### src/rtl/rtc_pkg.sv
package rtc_pkg;

    // Register byte offsets; software relies on these positions.
    localparam int unsigned OFF_SEC_LIVE = 32'h08;
    localparam int unsigned OFF_SEC_SNAP = 32'h0c;
    localparam int unsigned OFF_MSEC     = 32'h10;

    // One-hot register select produced by the address decoder.
    typedef struct packed {
        logic sec_live;
        logic sec_snap;
        logic msec;
    } rtc_sel_t;

endpackage

### src/rtl/rtc_ms_counter.sv
module rtc_ms_counter #(
    parameter int unsigned MS_PER_SEC = 1000,
    parameter int unsigned MS_W       = $clog2(MS_PER_SEC)
) (
    input  logic            clk,
    input  logic            rst_n,
    input  logic            tick,
    input  logic            clear,
    output logic [MS_W-1:0] ms,
    output logic            carry
);

    localparam logic [MS_W-1:0] MS_LAST = MS_W'(MS_PER_SEC - 1);

    typedef struct packed {
        logic [MS_W-1:0] ms;
    } ms_state_t;

    ms_state_t state_d, state_q;

    always_comb begin
        state_d = state_q;
        carry   = 1'b0;
        if (clear) begin
            state_d.ms = '0;
        end else if (tick) begin
            if (state_q.ms == MS_LAST) begin
                state_d.ms = '0;
                carry      = 1'b1;
            end else begin
                state_d.ms = state_q.ms + 1'b1;
            end
        end
    end

    always_ff @(posedge clk or negedge rst_n) begin
        if (!rst_n) begin
            state_q <= '0;
        end else begin
            state_q <= state_d;
        end
    end

    assign ms = state_q.ms;

endmodule

### src/rtl/rtc_sec_counter.sv
module rtc_sec_counter #(
    parameter int unsigned SEC_W = 32
) (
    input  logic             clk,
    input  logic             rst_n,
    input  logic             load,
    input  logic [SEC_W-1:0] load_val,
    input  logic             inc,
    output logic [SEC_W-1:0] sec
);

    typedef struct packed {
        logic [SEC_W-1:0] sec;
    } sec_state_t;

    sec_state_t state_d, state_q;

    always_comb begin
        state_d = state_q;
        if (load) begin
            state_d.sec = load_val;
        end else if (inc) begin
            state_d.sec = state_q.sec + 1'b1;
        end
    end

    always_ff @(posedge clk or negedge rst_n) begin
        if (!rst_n) begin
            state_q <= '0;
        end else begin
            state_q <= state_d;
        end
    end

    assign sec = state_q.sec;

endmodule

### src/rtl/rtc_regif.sv
module rtc_regif
    import rtc_pkg::*;
#(
    parameter int unsigned ADDR_W = 8,
    parameter int unsigned DATA_W = 32,
    parameter int unsigned SEC_W  = 32,
    parameter int unsigned MS_W   = 10
) (
    input  logic              clk,
    input  logic              rst_n,
    input  logic              rd_en,
    input  logic              wr_en,
    input  logic [ADDR_W-1:0] addr,
    input  logic [SEC_W-1:0]  sec,
    input  logic [MS_W-1:0]   ms,
    output logic              sec_load,
    output logic              ms_read,
    output logic [SEC_W-1:0]  shadow,
    output logic [DATA_W-1:0] rdata
);

    typedef struct packed {
        logic [SEC_W-1:0]  shadow;
        logic [DATA_W-1:0] rdata;
    } regif_state_t;

    regif_state_t state_d, state_q;
    rtc_sel_t     sel;

    always_comb begin
        sel.sec_live = (addr == ADDR_W'(OFF_SEC_LIVE));
        sel.sec_snap = (addr == ADDR_W'(OFF_SEC_SNAP));
        sel.msec     = (addr == ADDR_W'(OFF_MSEC));
    end

    assign sec_load = wr_en && sel.sec_live;
    assign ms_read  = rd_en && sel.msec;

    always_comb begin
        state_d = state_q;
        if (ms_read) begin
            state_d.shadow = sec;
        end
        if (rd_en) begin
            unique case (1'b1)
                sel.sec_live: state_d.rdata = DATA_W'(sec);
                sel.sec_snap: state_d.rdata = DATA_W'(state_q.shadow);
                sel.msec:     state_d.rdata = DATA_W'(ms);
                default:      state_d.rdata = '0;
            endcase
        end
    end

    always_ff @(posedge clk or negedge rst_n) begin
        if (!rst_n) begin
            state_q <= '0;
        end else begin
            state_q <= state_d;
        end
    end

    assign shadow = state_q.shadow;
    assign rdata  = state_q.rdata;

endmodule

### src/rtl/rtc_ms_shadow.sv
module rtc_ms_shadow #(
    parameter int unsigned ADDR_W     = 8,
    parameter int unsigned DATA_W     = 32,
    parameter int unsigned SEC_W      = 32,
    parameter int unsigned MS_PER_SEC = 1000
) (
    input  logic              clk,
    input  logic              rst_n,
    input  logic              ms_tick,
    input  logic              rd_en,
    input  logic              wr_en,
    input  logic [ADDR_W-1:0] addr,
    input  logic [DATA_W-1:0] wdata,
    output logic [DATA_W-1:0] rdata
);

    localparam int unsigned MS_W = $clog2(MS_PER_SEC);

    logic [MS_W-1:0]  ms_val;
    logic [SEC_W-1:0] sec_val;
    logic [SEC_W-1:0] shadow_val;
    logic             sec_load;
    logic             ms_read;
    logic             ms_carry;

    rtc_ms_counter #(
        .MS_PER_SEC (MS_PER_SEC),
        .MS_W       (MS_W)
    ) i_ms (
        .clk   (clk),
        .rst_n (rst_n),
        .tick  (ms_tick),
        .clear (sec_load),
        .ms    (ms_val),
        .carry (ms_carry)
    );

    rtc_sec_counter #(
        .SEC_W (SEC_W)
    ) i_sec (
        .clk      (clk),
        .rst_n    (rst_n),
        .load     (sec_load),
        .load_val (wdata[SEC_W-1:0]),
        .inc      (ms_carry),
        .sec      (sec_val)
    );

    rtc_regif #(
        .ADDR_W (ADDR_W),
        .DATA_W (DATA_W),
        .SEC_W  (SEC_W),
        .MS_W   (MS_W)
    ) i_regif (
        .clk      (clk),
        .rst_n    (rst_n),
        .rd_en    (rd_en),
        .wr_en    (wr_en),
        .addr     (addr),
        .sec      (sec_val),
        .ms       (ms_val),
        .sec_load (sec_load),
        .ms_read  (ms_read),
        .shadow   (shadow_val),
        .rdata    (rdata)
    );

endmodule

### config.mk
export PLATFORM = sky130hd
export DESIGN_NAME = rtc_ms_shadow
export DESIGN_NICKNAME = d
export VERILOG_FILES = /design/src/rtl/rtc_pkg.sv /design/src/rtl/rtc_ms_counter.sv /design/src/rtl/rtc_sec_counter.sv /design/src/rtl/rtc_regif.sv /design/src/rtl/rtc_ms_shadow.sv
export SDC_FILE = /design/constraint.sdc
export NUM_CORES = 1
export LEC_CHECK = 0
export BUFFER_PORTS_ARGS = -buffer_cell sky130_fd_sc_hd__buf_2
export CAP_MARGIN = 25
export CORE_ASPECT_RATIO = 1.25
export CORE_MARGIN = 4
export CORE_UTILIZATION = 50
export CTS_CLUSTER_DIAMETER = 150
export DETAILED_ROUTE_END_ITERATION = 7
export PLACE_DENSITY = 0.77
export SLEW_MARGIN = 20
export SYNTH_ARGS = -nofsm -noshare
export SYNTH_HDL_FRONTEND = slang
export SYNTH_SLANG_ARGS = --single-unit
### constraint.sdc
create_clock -name clk -period 4.9 [get_ports clk]
set_input_delay 0.245 -clock clk [delete_from_list [all_inputs] [get_ports clk]]
set_output_delay 0.245 -clock clk [all_outputs]
set_load 0.02 [all_outputs]
; ---- After elaboration in Yosys (flattened, before gate mapping)
; Index checks and enable logic that the tools add are counted.
[word_totals]
ff_bits = 106
in_bits = 45
output_inout_bits = 32
word_cells = 23
[op_classes]
add_sub_neg = 2
eq_ne = 4
n_mux = 9
reduce_logical = 4
[op_table]
columns = operator, n
row1 = case mux 32 bit (3 select lines), 1
row2 = two-way mux 32 bit, 2
row3 = adder 32 x 1 -> 32 bit (second input constant), 1
row4 = two-way mux 10 bit, 3
row5 = equality test 8 x 4 -> 1 bit (second input constant), 2
row6 = adder 10 x 1 -> 10 bit (second input constant), 1
row7 = equality test 10 bit (second input constant), 1
row8 = equality test 8 x 5 -> 1 bit (second input constant), 1
row9 = nonzero test 2 bit, 2
row10 = two-way mux 1 bit, 3
row11 = logical AND 1 bit, 2

; ---- Logic depth before layout (Yosys ltp)
; Gate-level depths: netlist of the first run.
[logic_depth]
ltp_word = 6
mapped_depth = 7
mapped_depth_nobuf = 6

; ---- Modules after synthesis
; Synthesis of the first run repeated with hierarchy kept, for this count alone.
[hier_totals]
cells_unflattened = 503
area_unflattened_um2 = 5495.3
[by_module_without_submodules]
columns = mod, instances, cells_each, area_per_inst_um2, seq_area_each_um2
row1 = rtc_regif, 1, 227, 2966.6, 1601.5
row2 = rtc_sec_counter, 1, 219, 1966.9, 800.8
row3 = rtc_ms_counter, 1, 57, 561.8, 250.2

; ---- Worst setup path after synthesis of the first run
; OpenSTA, ideal clock, no wires.
[synth_path]
path_type = register to register
startpoint = reg i_ms.state_q, in the netlist i_ms.ms[0]
endpoint = reg i_sec.state_q, in the netlist i_sec.sec[27]
setup_time_ns = 0.136
t_arrival_ns = 1.922
required_ns = 4.764
setup_slack_ns = 2.842
stages_incl_launch_ff = 8
path_buffers = 2
period_less_slack_ns = 2.058
cell_sequence = dfrtp_1 -> ha_1 -> nand4_2 -> or4_1 -> buf_6 -> buf_6 -> o311ai_1 -> nand3_1
[synth_via]
elab_chain_len = 5
[synth_lines]
columns = element, line_no
row1 = from (decl), rtc_ms_counter.sv:19  ; ms_state_t state_d, state_q;
row2 = from (signal assigned), rtc_ms_counter.sv:40  ; state_q <= state_d;
row3 = equality test 10 bit, rtc_ms_counter.sv:27  ; if (state_q.ms == MS_LAST) begin
row4 = two-way mux 1 bit, rtc_ms_counter.sv:27
row5 = two-way mux 1 bit, rtc_ms_counter.sv:26  ; end else if (tick) begin
row6 = two-way mux 1 bit, rtc_ms_counter.sv:24  ; if (clear) begin
row7 = nonzero test 2 bit (no source line), n/a
row8 = to (signal assigned), rtc_sec_counter.sv:31  ; state_q <= state_d;
row9 = to (decl), rtc_sec_counter.sv:16  ; sec_state_t state_d, state_q;
; No other way between the ends.
; A chain may end at the register's enable or synchronous reset.

; ---- Worst setup path in the final report of the first run
; Same ends and word-level chain as after synthesis.

==> results of run 1 <==
-- metrics by stage --
step           utilization  hold slack (ns)  setup WS [ns]  std cells  area [µm²]
2_1_floorplan            -          -0.0506           2.84        531        5270
3_3_place_gp         0.555            0.257           2.25        700        5670
3_5_place_dp         0.557            0.265           2.20        701        5680
4_1_cts              0.586            0.100           2.18        717        5990
5_1_grt              0.590            0.105           1.97        719        6020
6_report             0.590            0.102           2.14        719        6020
-- area by class of cell --
| class | instances | area share |
|---|---|---|
| multi-input combinational | 351 | 0.385 |
| sequential | 106 | 0.440 |
| tap | 129 | 0.0268 |
| timing repair buffer | 83 | 0.0768 |
| clock inverter | 5 | 0.00914 |
| clock buffer | 10 | 0.0397 |
| inverter | 35 | 0.0218 |
-- placed cells by master (no fill, tap or decap), drive strengths merged, types with 9 or more instances in the layout --
master,count
a21oi,16
a22o,11
a22oi,32
buf,82
clkbuf,10
dfrtp,106
inv,35
mux2,29
nand2,47
nand3,17
nand4,18
nor2,25
nor3,13
o21ai,26
o22ai,37
xor2,9
-- final timing paths --
| path | from | endpoint | cells after the start |
|---|---|---|---|
| min reg2reg | i_regif.shadow[30] | i_regif.shadow[30] | 2 |
| min in group asynchronous | rst_n | i_regif.rdata[12] | 2 |
| max | i_ms.ms[0] | i_sec.sec[27] | 6 |
| max in group asynchronous | rst_n | i_regif.rdata[23] | 3 |
| min | wdata[9] | i_sec.sec[9] | 3 |
| max reg2reg | i_ms.ms[0] | i_sec.sec[27] | 6 |
-- flip-flops by register name, indices dropped and copies added, names as in the netlist --
register	cells
i_ms.ms	10
i_sec.sec	32
i_regif.shadow	32
i_regif.rdata	32
-- routing by layer --
| metal | global-route usage | up-vias | part of all wire |
|---|---|---|---|
| met5 | 0 | - | 0 |
| met4 | 0.105 | 0 | 0.032 |
| met3 | 0.0387 | 36 | 0.065 |
| met2 | 0.377 | 192 | 0.51 |
| met1 | 0.287 | 2188 | 0.39 |
| li1 | - | 2067 | - |
-- repair_timing --
action                     CTS  global route
hold buffers                 1             0
hold endpoints to repair    42             0
buffers inserted             0             0
setup endpoints to repair    0             0
-- logic make-up after synthesis --
kind of cell	Yosys count
AND/OR/NAND/NOR	155
flip-flops	106
adder cells (fa/ha/maj)	2
AO/OA/AOI/OAI	148
multiplexers	30
buffers and inverters	74
XOR/XNOR	16
-- worst min-delay path: stages --
cell	delay (ns)
buf_2	0.07
nand2_1	0.03
o21ai_0	0.06
-- power groups by stage --
stage / Combinational [mW] / Clock, mW / Sequential [mW]
5_1_grt: 0.154 / 0.768 / 0.985
2_1_floorplan: 0.0970 / 0 / 0.964
3_3_place_gp: 0.131 / 0 / 0.989
4_1_cts: 0.139 / 0.727 / 0.975
6_report: 0.137 / 0.723 / 0.978
3_5_place_dp: 0.137 / 0 / 0.992
==> flow_metrics.tcl, run 1 <==
set metrics [dict create \
    final_hold_vios 0 \
    rsz_0062_raised_after_global_routing "no" \
    placement_rows 41 \
    clock-skew-final_ns 0.00511 \
    post-dp-hpwl_um 9450 \
    worst-slew-pin-transition_ns 0.919 \
    register_area_mm2 0.00265 \
    critPathSlowestCell "nor4_4" \
    status "complete, no violations" \
    netSwitchingPower_mw 0.461 \
    htree_num_levels 3 \
    grt_antenna_before_repair 0 \
    synth-xor-area-share 0.0266 \
    routed_wirelength_normalized_by_instance_count_um 18.7 \
    crit_type "reg2reg" \
    synthesis.area_per_instance_um2 9.93 \
    multi_input_comb_area_mm2 0.00232 \
    clkTransAtPathRegs_ns 0.07 \
    placeableCoreArea_mm2 0.0102 \
    flow.area_growth_from_synthesis_pct 14.3 \
    cellPowerDensity_mw_per_mm2 305 \
    post_synth_most_frequent_cells "dfrtp_1 (106), nand2_1 (47), o22ai_1 (37)" \
    synth-adder-area-share 0.00475 \
    route.detailed.vias_per_inst 6.24 \
    fillCellCount 908 \
    timing.final.crit_share 0.563 \
    synth_compound_area_frac 0.188 \
    relSlewSlack 0.388 \
    post_synth_instance_area_mm2 0.00527 \
    layout-drive-gt1-share 0.231 \
    net_sw_frac 0.251 \
    grt_pass1_wl_um 21800 \
    die_h_um 123 \
    power_frac_comb 0.075 \
    fin_tns_setup_ns 0 \
    io-pin-count 77 \
    yosys_register_bits 106 \
    initial_core_util 0.516 \
    share_of_synthesized_flip_flops_with_an_asynchronous_set_or_reset 1.00 \
    synth.net_count 578 \
    slew_viol_final 0 \
    number_of_antenna_repair_diodes 0 \
    layout.nets 633 \
    io_buffer_count 76 \
    achievable-frequency_mhz 363 \
    cts.repair.resized 0 \
    max_stage_delay_on_crit_path_ns 0.82 \
    final_antenna_net_count 0 \
    combinational_family_with_the_most_area_after_synthesis "compound AO/OA/AOI/OAI gates" \
    die_x_um 99.8 \
    grt_start_max_net_pins 65 \
    yosys_most_used_dff "dfrtp_1" \
    global_route.overflow_total 0 \
    drtIter0Drc 304 \
    clock_network_power_share 0.393 \
    tritoncts_buffer_count 9 \
    post-synth-top-count-cell "dfrtp_1" \
    path_cells "ha_1, nand4_2, nor4_4, nand2_1, or4_1, nand3_1" \
    global_placement_routability_congestion 0.896 \
    grt_usage 0.226 \
    via_count_of_the_first_global_routing_pass 4400 \
    firstDrtPassIters 5 \
    synthSimpleGateAreaFrac 0.155 \
    cts_tree "built" \
    cap_viol_max_count 0 \
    critPathTopFamily "simple AND/OR/NAND/NOR gates" \
    ys_warn_count 0 \
    worstPathRequired_ns 5.18 \
    worst-path-buf-inv 0 \
    crit_path_max_fanout 15 \
    synthCells 531 \
    p_int_mw 1.38 \
    design_power_total_mw 1.84 \
    synth_enable_flop_cells 0 \
    drt_wl_total_um 13500 \
    dieArea_mm2 0.0123 \
    finalSetupViolations 0 \
    static-leakage-power_nw 2.61 \
    synth_cell_type_count 50 \
    type_of_origin_of_the_critical_path "flop" \
    period_minus_slack_ns 2.76 \
    cp.arrival_ns 3.04 \
    post-route-drc-count 0 \
    cts.path.max_buffers 2 \
    power.ir.vdd_worst_mv 0.255 \
    synth_sequential_area_ratio 0.503 \
    muxShareOfSynthArea 0.0638 \
    cts.root.buffer_cell "clkbuf_16" \
    endpoint_class_of_the_critical_path "flop" \
    clock_latency_ns 0.35 \
    synth_top_area_frac 0.503 \
    setup.reg_to_reg.worst_slack_ns 2.14 \
    synth_top_area_cell "dfrtp_1" \
    synth.area.top_cells "dfrtp_1 (50%), mux2_2 (6.2%), a22oi_1 (4.6%)" \
    vias 4483 \
    clock_net_sink_count 106 \
    timing.hold.worst.class "in2reg" \
    power.share.sequential 0.532 \
]
Note: power is estimated with default switching activity, not from simulation.
==> inputs of run 2 (changes only) <==
clock period = 2.66 ns   (was 4.9 ns; I/O delays follow)
==> flow_metrics.tcl, run 2 (same netlist as run 1, synthesis figures left out) <==
set metrics [dict create \
    power.ir.vdd_worst_mv 0.315 \
    clock_net_sink_count 106 \
    design_power_total_mw 3.53 \
    die_h_um 123 \
    grt_usage 0.231 \
    endpoint_class_of_the_critical_path "flop" \
    postLayoutSetupSlackWorst_ns 0.373 \
    clock-skew-final_ns 0.00754 \
    layout.nets 651 \
    io-pin-count 77 \
    cp.arrival_ns 2.55 \
    worstPathRequired_ns 2.92 \
    status "complete, no violations" \
    post-dp-hpwl_um 9850 \
    cap_viol_max_count 0 \
    worstReg2RegStart "i_ms.ms[0]" \
    io_buffer_count 76 \
    period_minus_slack_ns 2.29 \
    fin_tns_setup_ns 0 \
    finalSetupViolations 0 \
    post-route-drc-count 0 \
    clock_latency_ns 0.35 \
    grt_start_max_net_pins 49 \
    achievable-frequency_mhz 437 \
    cts_tree "built" \
    layout_common_cells "dfrtp_1 (106), buf_2 (75), nand2_1 (47)" \
    placeableCoreArea_mm2 0.0102 \
    firstDrtPassIters 5 \
    clkTransAtPathRegs_ns 0.07 \
    global_route.overflow_total 0 \
    grt_pass1_wl_um 22300 \
    type_of_origin_of_the_critical_path "flop" \
    global_placement_routability_congestion 0.892 \
    dp.cells 714 \
    routed_wirelength_normalized_by_instance_count_um 18.8 \
    final_hold_vios 0 \
    via_count_of_the_first_global_routing_pass 4542 \
    htree_num_levels 3 \
    route.detailed.vias_per_inst 6.13 \
    cts.path.max_buffers 2 \
    crit_path_end "i_sec.sec[13]" \
    worst-slew-pin-transition_ns 0.644 \
    setup.reg_to_reg.worst_slack_ns 0.37 \
    hold_ws_ns 0.00580 \
    layout.cells.non_filler 738 \
    placement_rows 41 \
    final_antenna_net_count 0 \
    crit_path_max_fanout 19 \
    post_place_worst_slack_ns 0.414 \
    number_of_antenna_repair_diodes 0 \
    layout-drive-gt1-share 0.238 \
    grt_antenna_before_repair 0 \
    drtIter0Drc 297 \
    crit_type "reg2reg" \
    rsz_0062_raised_after_global_routing "no" \
    initial_core_util 0.516 \
    timing.final.crit_share 0.860 \
    static-leakage-power_nw 2.71 \
    ff2ff_path_depth 7 \
    regToRegEndpoint "i_sec.sec[13]" \
    drt_wl_total_um 13900 \
    tritoncts_buffer_count 9 \
    slew_viol_final 0 \
    cellPowerDensity_mw_per_mm2 571 \
    flow.area_growth_from_synthesis_pct 17.4 \
    die_x_um 99.8 \
    dieArea_mm2 0.0123 \
    crit_path_start "i_ms.ms[0]" \
    relSlewSlack 0.571 \
    vias 4527 \
    layout_commonest_cell "dfrtp_1" \
    cts.root.buffer_cell "clkbuf_16" \
    timing.hold.worst.class "in2reg" \
]
-- run 2: repair_timing --
item | 4_1_cts | 5_1_grt
buffers inserted | 0 | 0
gates resized for setup | 0 | 0
endpoints found under the hold margin | 53 | 0
hold buffers | 8 | 0
-- run 2: power breakdown --
part	leakage (nW)	internal [mW]	switching, mW	total [mW]
combinational	1.09	0.120	0.149	0.269
clock	0.156	0.856	0.604	1.46
sequential	1.46	1.68	0.125	1.81
-- run 2: routing by layer --
layer / share of wire / up-vias / track usage
met5: 0 / - / 0
met4: 0.025 / 0 / 0.0914
met3: 0.056 / 28 / 0.0426
li1: - / 2102 / -
met1: 0.40 / 2230 / 0.280
met2: 0.52 / 167 / 0.405
-- run 2: area by class of cell --
type / count / area [µm²]
sequential: 106 / 2650
timing repair buffer: 101 / 603
tap: 129 / 161
clock inverter: 5 / 85.1
clock buffer: 11 / 243
inverter: 35 / 131
multi-input combinational: 351 / 2310
fill: 859 / 4020
-- run 2: worst max-delay path, cell delays in order, from the launching register on --
cell and delay [ns]:
dfrtp_1 0.44, ha_1 0.27, nand4_2 0.17, or4_1 0.53
buf_4 0.23, nand2_1 0.26, a21oi_1 0.10, nor3_1 0.20
-- run 2: metrics by stage --
stage	util	area, µm²
6_report	0.606	6190
5_1_grt	0.606	6190
4_1_cts	0.606	6190
3_5_place_dp	0.566	5780
3_3_place_gp	0.566	5780
2_1_floorplan	-	5270
-- run 2: worst min-delay path by stage --
stage               startpoint                end  slack (ns)  cells past startpoint
global route         wdata[15]      i_sec.sec[15]        0.01                      3
detailed placement       rst_n  i_regif.rdata[20]        0.20                      1
CTS                   wdata[5]       i_sec.sec[5]       0.002                      3
finish                wdata[5]       i_sec.sec[5]       0.006                      3
global placement         rst_n  i_regif.rdata[20]        0.18                      1
floorplan                rst_n         i_ms.ms[0]       -0.16                      0
